## src/rtl/xu_pkg.sv

```systemverilog
package xu_pkg;
  localparam int XLEN  = 32;
  localparam int IMMW  = 16;
  localparam int SHW   = $clog2(XLEN);
  localparam int OPW   = 4;

  typedef enum logic [OPW-1:0] {
    XU_ADD  = 4'd0,
    XU_SUB  = 4'd1,
    XU_AND  = 4'd2,
    XU_OR   = 4'd3,
    XU_XOR  = 4'd4,
    XU_NOR  = 4'd5,
    XU_SHL  = 4'd6,
    XU_SHRL = 4'd7,
    XU_SHRA = 4'd8,
    XU_LTS  = 4'd9,
    XU_LTU  = 4'd10
  } xu_op_e;

  typedef enum logic [1:0] {
    EXT_SIGN,
    EXT_ZERO
  } ext_kind_e;
endpackage

```

## src/rtl/xu_opnd.sv

```systemverilog
module xu_opnd
  import xu_pkg::*;
#(
  parameter int W  = XLEN,
  parameter int IW = IMMW
) (
  input  logic [OPW-1:0] op,
  input  logic [W-1:0]   rt,
  input  logic [IW-1:0]  imm,
  input  logic           imm_sel,
  output logic [W-1:0]   opnd_b
);
  localparam int PADW = W - IW;

  ext_kind_e kind;
  logic [W-1:0] imm_ext;

  always_comb begin
    case (op)
      XU_ADD, XU_SUB, XU_LTS: kind = EXT_SIGN;
      default:                kind = EXT_ZERO;
    endcase
  end

  always_comb begin
    if (kind == EXT_SIGN) imm_ext = {{PADW{imm[IW-1]}}, imm};
    else                  imm_ext = {{PADW{1'b0}}, imm};
  end

  assign opnd_b = imm_sel ? imm_ext : rt;
endmodule

```

## src/rtl/xu_calc.sv

```systemverilog
module xu_calc
  import xu_pkg::*;
#(
  parameter int W  = XLEN,
  parameter int SW = SHW
) (
  input  logic [OPW-1:0] op,
  input  logic [W-1:0]   a,
  input  logic [W-1:0]   b,
  input  logic [SW-1:0]  shamt,
  output logic [W-1:0]   res
);
  logic [W-1:0] sum, diff, shl, shrl, shra;
  logic         lt_s, lt_u;

  assign sum  = a + b;
  assign diff = a - b;
  assign shl  = a << shamt;
  assign shrl = a >> shamt;
  assign shra = W'($signed(a) >>> shamt);
  assign lt_s = $signed(a) < $signed(b);
  assign lt_u = a < b;

  always_comb begin
    case (op)
      XU_ADD:  res = sum;
      XU_SUB:  res = diff;
      XU_AND:  res = a & b;
      XU_OR:   res = a | b;
      XU_XOR:  res = a ^ b;
      XU_NOR:  res = ~(a | b);
      XU_SHL:  res = shl;
      XU_SHRL: res = shrl;
      XU_SHRA: res = shra;
      XU_LTS:  res = {{(W-1){1'b0}}, lt_s};
      XU_LTU:  res = {{(W-1){1'b0}}, lt_u};
      default: res = '0;
    endcase
  end
endmodule

```

## src/rtl/xu_stage.sv

```systemverilog
module xu_stage #(
  parameter int W = 32
) (
  input  logic         clk,
  input  logic         rst_n,
  input  logic         up_valid,
  output logic         up_ready,
  input  logic [W-1:0] up_data,
  output logic         dn_valid,
  input  logic         dn_ready,
  output logic [W-1:0] dn_data
);
  logic         full_q;
  logic [W-1:0] data_q;
  logic         take;

  assign up_ready = !full_q || dn_ready;
  assign take     = up_valid && up_ready;

  always_ff @(posedge clk) begin
    if (!rst_n)             full_q <= 1'b0;
    else if (take)          full_q <= 1'b1;
    else if (dn_ready)      full_q <= 1'b0;
  end

  always_ff @(posedge clk) begin
    if (take) data_q <= up_data;
  end

  assign dn_valid = full_q;
  assign dn_data  = data_q;
endmodule

```

## src/rtl/xu_exec.sv

```systemverilog
module xu_exec
  import xu_pkg::*;
(
  input  logic             clk,
  input  logic             rst_n,
  input  logic             in_valid,
  output logic             in_ready,
  input  logic [OPW-1:0]   in_op,
  input  logic [XLEN-1:0]  in_rs,
  input  logic [XLEN-1:0]  in_rt,
  input  logic [IMMW-1:0]  in_imm,
  input  logic [SHW-1:0]   in_shamt,
  input  logic             in_imm_sel,
  output logic             out_valid,
  input  logic             out_ready,
  output logic [XLEN-1:0]  out_result
);
  logic [XLEN-1:0] opnd_b;
  logic [XLEN-1:0] calc_res;

  xu_opnd #(.W(XLEN), .IW(IMMW)) u_opnd (
    .op(in_op), .rt(in_rt), .imm(in_imm), .imm_sel(in_imm_sel), .opnd_b(opnd_b)
  );

  xu_calc #(.W(XLEN), .SW(SHW)) u_calc (
    .op(in_op), .a(in_rs), .b(opnd_b), .shamt(in_shamt), .res(calc_res)
  );

  xu_stage #(.W(XLEN)) u_stage (
    .clk(clk), .rst_n(rst_n),
    .up_valid(in_valid), .up_ready(in_ready), .up_data(calc_res),
    .dn_valid(out_valid), .dn_ready(out_ready), .dn_data(out_result)
  );
endmodule

```

## config.mk

```make
export PLATFORM = sky130hd
export DESIGN_NAME = xu_exec
export DESIGN_NICKNAME = d
export VERILOG_FILES = /design/src/rtl/xu_pkg.sv /design/src/rtl/xu_opnd.sv /design/src/rtl/xu_calc.sv /design/src/rtl/xu_stage.sv /design/src/rtl/xu_exec.sv
export SDC_FILE = /design/constraint.sdc
export NUM_CORES = 1
export LEC_CHECK = 0
export ABC_AREA = 1
export BUFFER_PORTS_ARGS = -buffer_cell sky130_fd_sc_hd__buf_4
export CAP_MARGIN = 10
export CELL_PAD_IN_SITES_DETAIL_PLACEMENT = 1
export CELL_PAD_IN_SITES_GLOBAL_PLACEMENT = 2
export CORE_ASPECT_RATIO = 1.1
export CORE_UTILIZATION = 31
export DETAILED_ROUTE_END_ITERATION = 8
export PLACE_DENSITY_LB_ADDON = 0.1
export SYNTH_ARGS = -nofsm -noshare
export SYNTH_HDL_FRONTEND = slang
export SYNTH_SLANG_ARGS = --single-unit
```

## constraint.sdc

```tcl
create_clock -name clk -period 3.5 [get_ports clk]
set_input_delay 0.35 -clock clk [delete_from_list [all_inputs] [get_ports clk]]
set_output_delay 0.35 -clock clk [all_outputs]
set_load 0.01 [all_outputs]
```

# Yosys cells after proc, flatten, opt, wreduce, memory -nomap -nowiden
# Cells that the tools add are included.
# totals
reg_bits	33
out_inout_bits	34
word_cells	36
# op_classes
add_sub_neg	2
n_lt_le_gt_ge	2
n_eq_ne	10
n_shift	3
n_mux	6
n_bitwise	4
reduce_logical	7
# ops
op	n
$pmux 32 s11	1
$lt 32x32->1	2
$mux 32	2
$add 32x32->32	1
$and 32x32->32	1
$not 32->32	1
$or 32x32->32	1
$shl 32x5->32	1
$shr 32x5->32	1
$sshr 32x5->32	1
$sub 32x32->32	1
$xor 32x32->32	1
$eq 4x3->1 const B	4
$eq 4x4->1 const B	3
$eq 4x2->1 const B	2
$eq 4x1->1 const B	1
$logic_not 4->1	1
$mux 1	3
$reduce_or 3->1	1
$logic_not 2->1	1
$reduce_bool 2->1	1
$logic_and 1x1->1	1
$logic_not 1->1	1
$logic_or 1x1->1	1

# Depth between registers and ports, before layout
# depth
depth_word	9
ltp_mapped	21
ltp_nobuf	20

# By module
# A second synthesis with hierarchy kept.
# hier_totals
hier_cells	2246
area_unflattened_um2	11772.5
# modules_own_cells
mod	n_inst	cells_per_inst	area_per_inst_um2	seq_area_each_um2
xu_calc	1	2115	10382.5	0.0
xu_stage	1	39	1012.2	980.9
xu_opnd	1	92	377.9	0.0

# Least setup slack after synthesis
# Ideal clock, no wire load.
# synth_path
path_kind	input -> register
start	in in_op[1]
end	reg u_stage.data_q[0], in the netlist u_stage.dn_data[0], data pin
t_arrival_ns	2.407
t_required_ns	3.247
path_slack_ns	0.840
cell_stages	17
path_buffers	2
cell_sequence	inv_1 nand2_1 nor2_1 o31ai_1 inv_1 buf_6 o21ai_0 ha_1 buf_2 nor2_1 nand2_1 nor4_1 nand2_1 nand2_1 nor2_1 nor2_1 nand2_1
# synth_via
elab_chain_cells	8
word_cells_on_any_way	19
cone_classes	order compare: 2; eq/ne: 10; mux: 4; reduce/logical: 3
# synth_lines
element	line_no	source
start: declaration	xu_exec.sv:8	input logic [OPW-1:0] in_op,
$eq 4x1->1, or another cell as far along	xu_opnd.sv:19, xu_calc.sv:25	
$reduce_or 3->1	xu_opnd.sv:19	case (op)
$mux 1	xu_opnd.sv:19	
$logic_not 2->1	xu_opnd.sv:26	if (kind == EXT_SIGN) imm_ext = {{PADW{imm[IW-1]}}, imm};
$mux 32	xu_opnd.sv:26	
$mux 32	xu_opnd.sv:30	assign opnd_b = imm_sel ? imm_ext : rt;
$lt 32x32->1 (on tied branches)	xu_calc.sv:22, xu_calc.sv:21	
$pmux 32 s11 (*)	xu_calc.sv:25	case (op)
net calc_res[0]	xu_exec.sv:19	logic [XLEN-1:0] calc_res;
end signal: assignment	xu_stage.sv:27	if (take) data_q <= up_data;
end: declaration	xu_stage.sv:14	logic [W-1:0] data_q;
# Mark *: on every way through the listed nets, which the timed path passes. The rest lies on a longest branch.
# A chain may end at the register's enable or synchronous reset.

# Worst setup path in the final report
# layout_path
start	in in_op[2]
end	reg u_stage.data_q[27], in the netlist u_stage.dn_data[27], data pin
# layout_via
elab_chain_cells	9
word_cells_on_any_way	23
cone_classes	add/sub: 2; eq/ne: 10; mux: 4; bitwise: 4; reduce/logical: 3
# layout_lines
element	line_no
parallel branches: the longest is 8 deep, another holds $sub 32x32->32	-
$pmux 32 s11 (*)	xu_calc.sv:25
net calc_res[27]	xu_exec.sv:19
# Mark *: on every way through the listed nets, which the timed path passes.

==> out/metrics.csv <==
stage;metric;value;unit
flow_run;maxCapViolations;0;
yosys;async_reset_ff_share;0;%
yosys;syn_nets;2405;
yosys;synthCells;2213;
detailed_routing;viasPerCell;5.55;
floorplan;core-area;0.0364;mm2
sta;worst_slew_pin_slew;0.835;ns
critical_path;end_kind;flip-flop;
yosys;ys_ff_latch;33;
floorplan;start_util;31.8;%
yosys;synth.avg_cell_area;5.24;um2
sta;period_share;93.9;%
cells_and_area;diodes;0;
cells_and_area;final_cell_mix;724 x nand2_1, 386 x nand3_1, 302 x inv_1, 272 x buf_4, 160 x nor2_1;
yosys;synth_edf_count;32;
sta;hold_ws;0.308;ns
sta;clock.fmax;304;MHz
yosys;ys_seq_area_share;8.46;%
clock_network;cts_max_level;2;
power;total_leakage_power;7.66;nW
power;p_comb_share;69.7;%
clock_network;ctsRootBufferMaster;clkbuf_16;
sta;rsz0062_at_grt;no;
detailed_routing;avgRoutedWirePerCell;24.1;um
place;port_buffers;127;
clock_network;clk_path_buf_depth;2;
yosys;netlist_area;0.0116;mm2
place;place_area;0.0138;mm2
clock_network;cts_buffers;5;
sta;finalSetupViolations;0;
clock_network;clkTransAtPathRegs;0.08;ns
critical_path;worstPathArrival;3.35;ns
power;vdd_drop_max;172;uV
global_route;globalRouteOverflowTotal;0;
sta;slew_headroom;44.3;%
clock_network;cts_setup_buffers;0;
worst_hold_path;min_path_type;input port to flip-flop;
cells_and_area;multiInputGateArea;0.00890;mm2
critical_path;crit_path_start_kind;input port;
yosys;synth-main-ff-cell;edfxtp_1;
global_route;grt_pass1_wl;102000;um
power;internal_power;1.54;mW
detailed_routing;drt_pre_antenna_iters;5;
detailed_routing;wl;69600;um
critical_path;worst-endpoint-required;3.57;ns
cells_and_area;layout.nets;2587;
floorplan;num_rows;73;
place;post-dp-hpwl;59000;um
power;p_sw_share;55.1;%
cells_and_area;fillers;5121;
yosys;ys_warn_count;0;
run_status;outcome;completed;
detailed_routing;num_vias;16001;
floorplan;die_h;205;um
power;clkPwrFrac;15.2;%
yosys;ys_types;54;
detailed_routing;drc;0;
cells_and_area;final-seq-area;981;um2
cells_and_area;final_area;0.0139;mm2
power;seqPwrFrac;15.0;%
clock_network;cts_tree;yes;
global_route;antenna_found_initial;1;
cells_and_area;final_common_cell;nand2_1;
clock_network;clk_latency;0.32;ns
sta;period_minus_slack;3.29;ns
place;gp_congestion;0.990;
power;p_sw;1.89;mW
sta;hold_viol;0;
power;power_density;246;mW/mm2
critical_path;cp_max_fo;7;
cells_and_area;area_growth;20.1;%
sta;slew_violations;0;
clock_network;clock_sinks;33;
floorplan;pin_count;128;
global_route;grt_pass1_vias;16009;
worst_hold_path;holdPathStages;2;
sta;skew;0.0144;ns
detailed_routing;drtIter0Drc;1307;
cells_and_area;drive_above_1_share;14.1;%
global_route;grt_util_all_layers;36.0;%
floorplan;design.die.area;0.0382;mm2
critical_path;crit_type;input port to flip-flop;
global_route;grt_max_degree;63;
detailed_routing;ant_nets;0;
critical_path;reg2reg_depth;2;
floorplan;fp.dieW;186;um
==> state kept, by name (all words and copies together) (netlist names) <==
signal / cells
u_stage.dn_valid: 1
u_stage.dn_data: 32
==> final timing paths <==
kind | slack, ns | from | to
max | 0.21 | in_op[2] | u_stage.dn_data[27]
max reg2reg | 2.07 | u_stage.dn_valid | u_stage.dn_data[17]
min | 0.31 | rst_n | u_stage.dn_valid
min reg2reg | 0.59 | u_stage.dn_valid | u_stage.dn_valid
==> repair_timing <==
| action | in CTS | in global routing |
|---|---|---|
| endpoints found under the hold margin | 0 | 0 |
| hold buffers | 0 | 0 |
| setup endpoints to repair | 0 | 2 |
| resized for setup | 0 | 2 |
==> synthesized netlist by cell type (all sizes together) (3+ instances only) <==
library cell | n | share of area, %
a211oi | 3 | 0.19
a21oi | 79 | 3.5
a31oi | 3 | 0.16
and2 | 12 | 0.65
and3 | 3 | 0.16
buf | 74 | 3.6
clkbuf | 26 | 0.95
edfxtp | 32 | 8.3
ha | 96 | 10
inv | 313 | 10
nand2 | 732 | 24
nand3 | 388 | 17
nand3b | 5 | 0.32
nand4 | 36 | 1.9
nor2 | 172 | 6.6
nor3 | 26 | 1.1
nor4 | 3 | 0.16
o2111ai | 5 | 0.38
o211ai | 19 | 1.2
o21ai | 125 | 5.4
o21bai | 10 | 0.65
o22ai | 14 | 0.76
or2 | 21 | 1.1
==> metal layers <==
layer / global-route usage [%] / part of all wire (%)
met5: 0 / 0
met2: 61.4 / 47
met1: 46.7 / 44
met3: 2.79 / 5.3
met4: 15.2 / 4.2
==> through the flow <==
step           util (%)  total power, mW  worst slack, ns  setup TNS [ns]  cells
2_1_floorplan         -             1.81            0.840               0   2213
6_report           38.2             3.42            0.215               0   2883
5_1_grt            38.2             3.63           0.0463               0   2883
3_5_place_dp       37.8             2.86           -0.181          -0.407   2875
3_3_place_gp       37.8             2.83           -0.130          -0.130   2875
4_1_cts            38.2             3.39            0.125               0   2883
==> critical path: stages <==
cell and delay, ns:
buf_4 0.15, inv_2 0.08, nand2_1 0.05, nor2_1 0.28
o31ai_1 0.11, inv_1 0.08, buf_4 0.13, o21ai_0 0.16
ha_1 0.44, buf_4 0.21, nor2_1 0.22, inv_1 0.10
nor2_1 0.22, nand2_1 0.14, nor3_1 0.17, nand2_1 0.11
nand3_1 0.08, nand2_1 0.05, nand3_1 0.11, nand3_1 0.11
==> power groups by stage <==
stage / Clock, mW / Sequential [mW] / Combinational (mW)
2_1_floorplan: 0 / 0.531 / 1.27
3_3_place_gp: 0 / 0.523 / 2.31
3_5_place_dp: 0 / 0.522 / 2.33
4_1_cts: 0.526 / 0.515 / 2.35
5_1_grt: 0.532 / 0.517 / 2.58
6_report: 0.522 / 0.515 / 2.39
==> cells by family after synthesis <==
kind of cell,Yosys count,synth area share [%]
compound gates,266,12.8
buf+inv,414,14.8
simple gates,1400,53.0
fa+ha+maj,98,10.7
flops,33,8.46
mux,1,0.0864
xor+xnor,1,0.0756
==> layout make-up <==
type / instances / share of cell area, %
multi-input combinational: 1766 / 64.0
clock buffer: 6 / 0.926
inverter: 314 / 8.52
tap: 487 / 4.38
clock inverter: 2 / 0.0719
timing repair buffer: 275 / 15.1
sequential: 33 / 7.05
(Power assumes the default switching activity.)
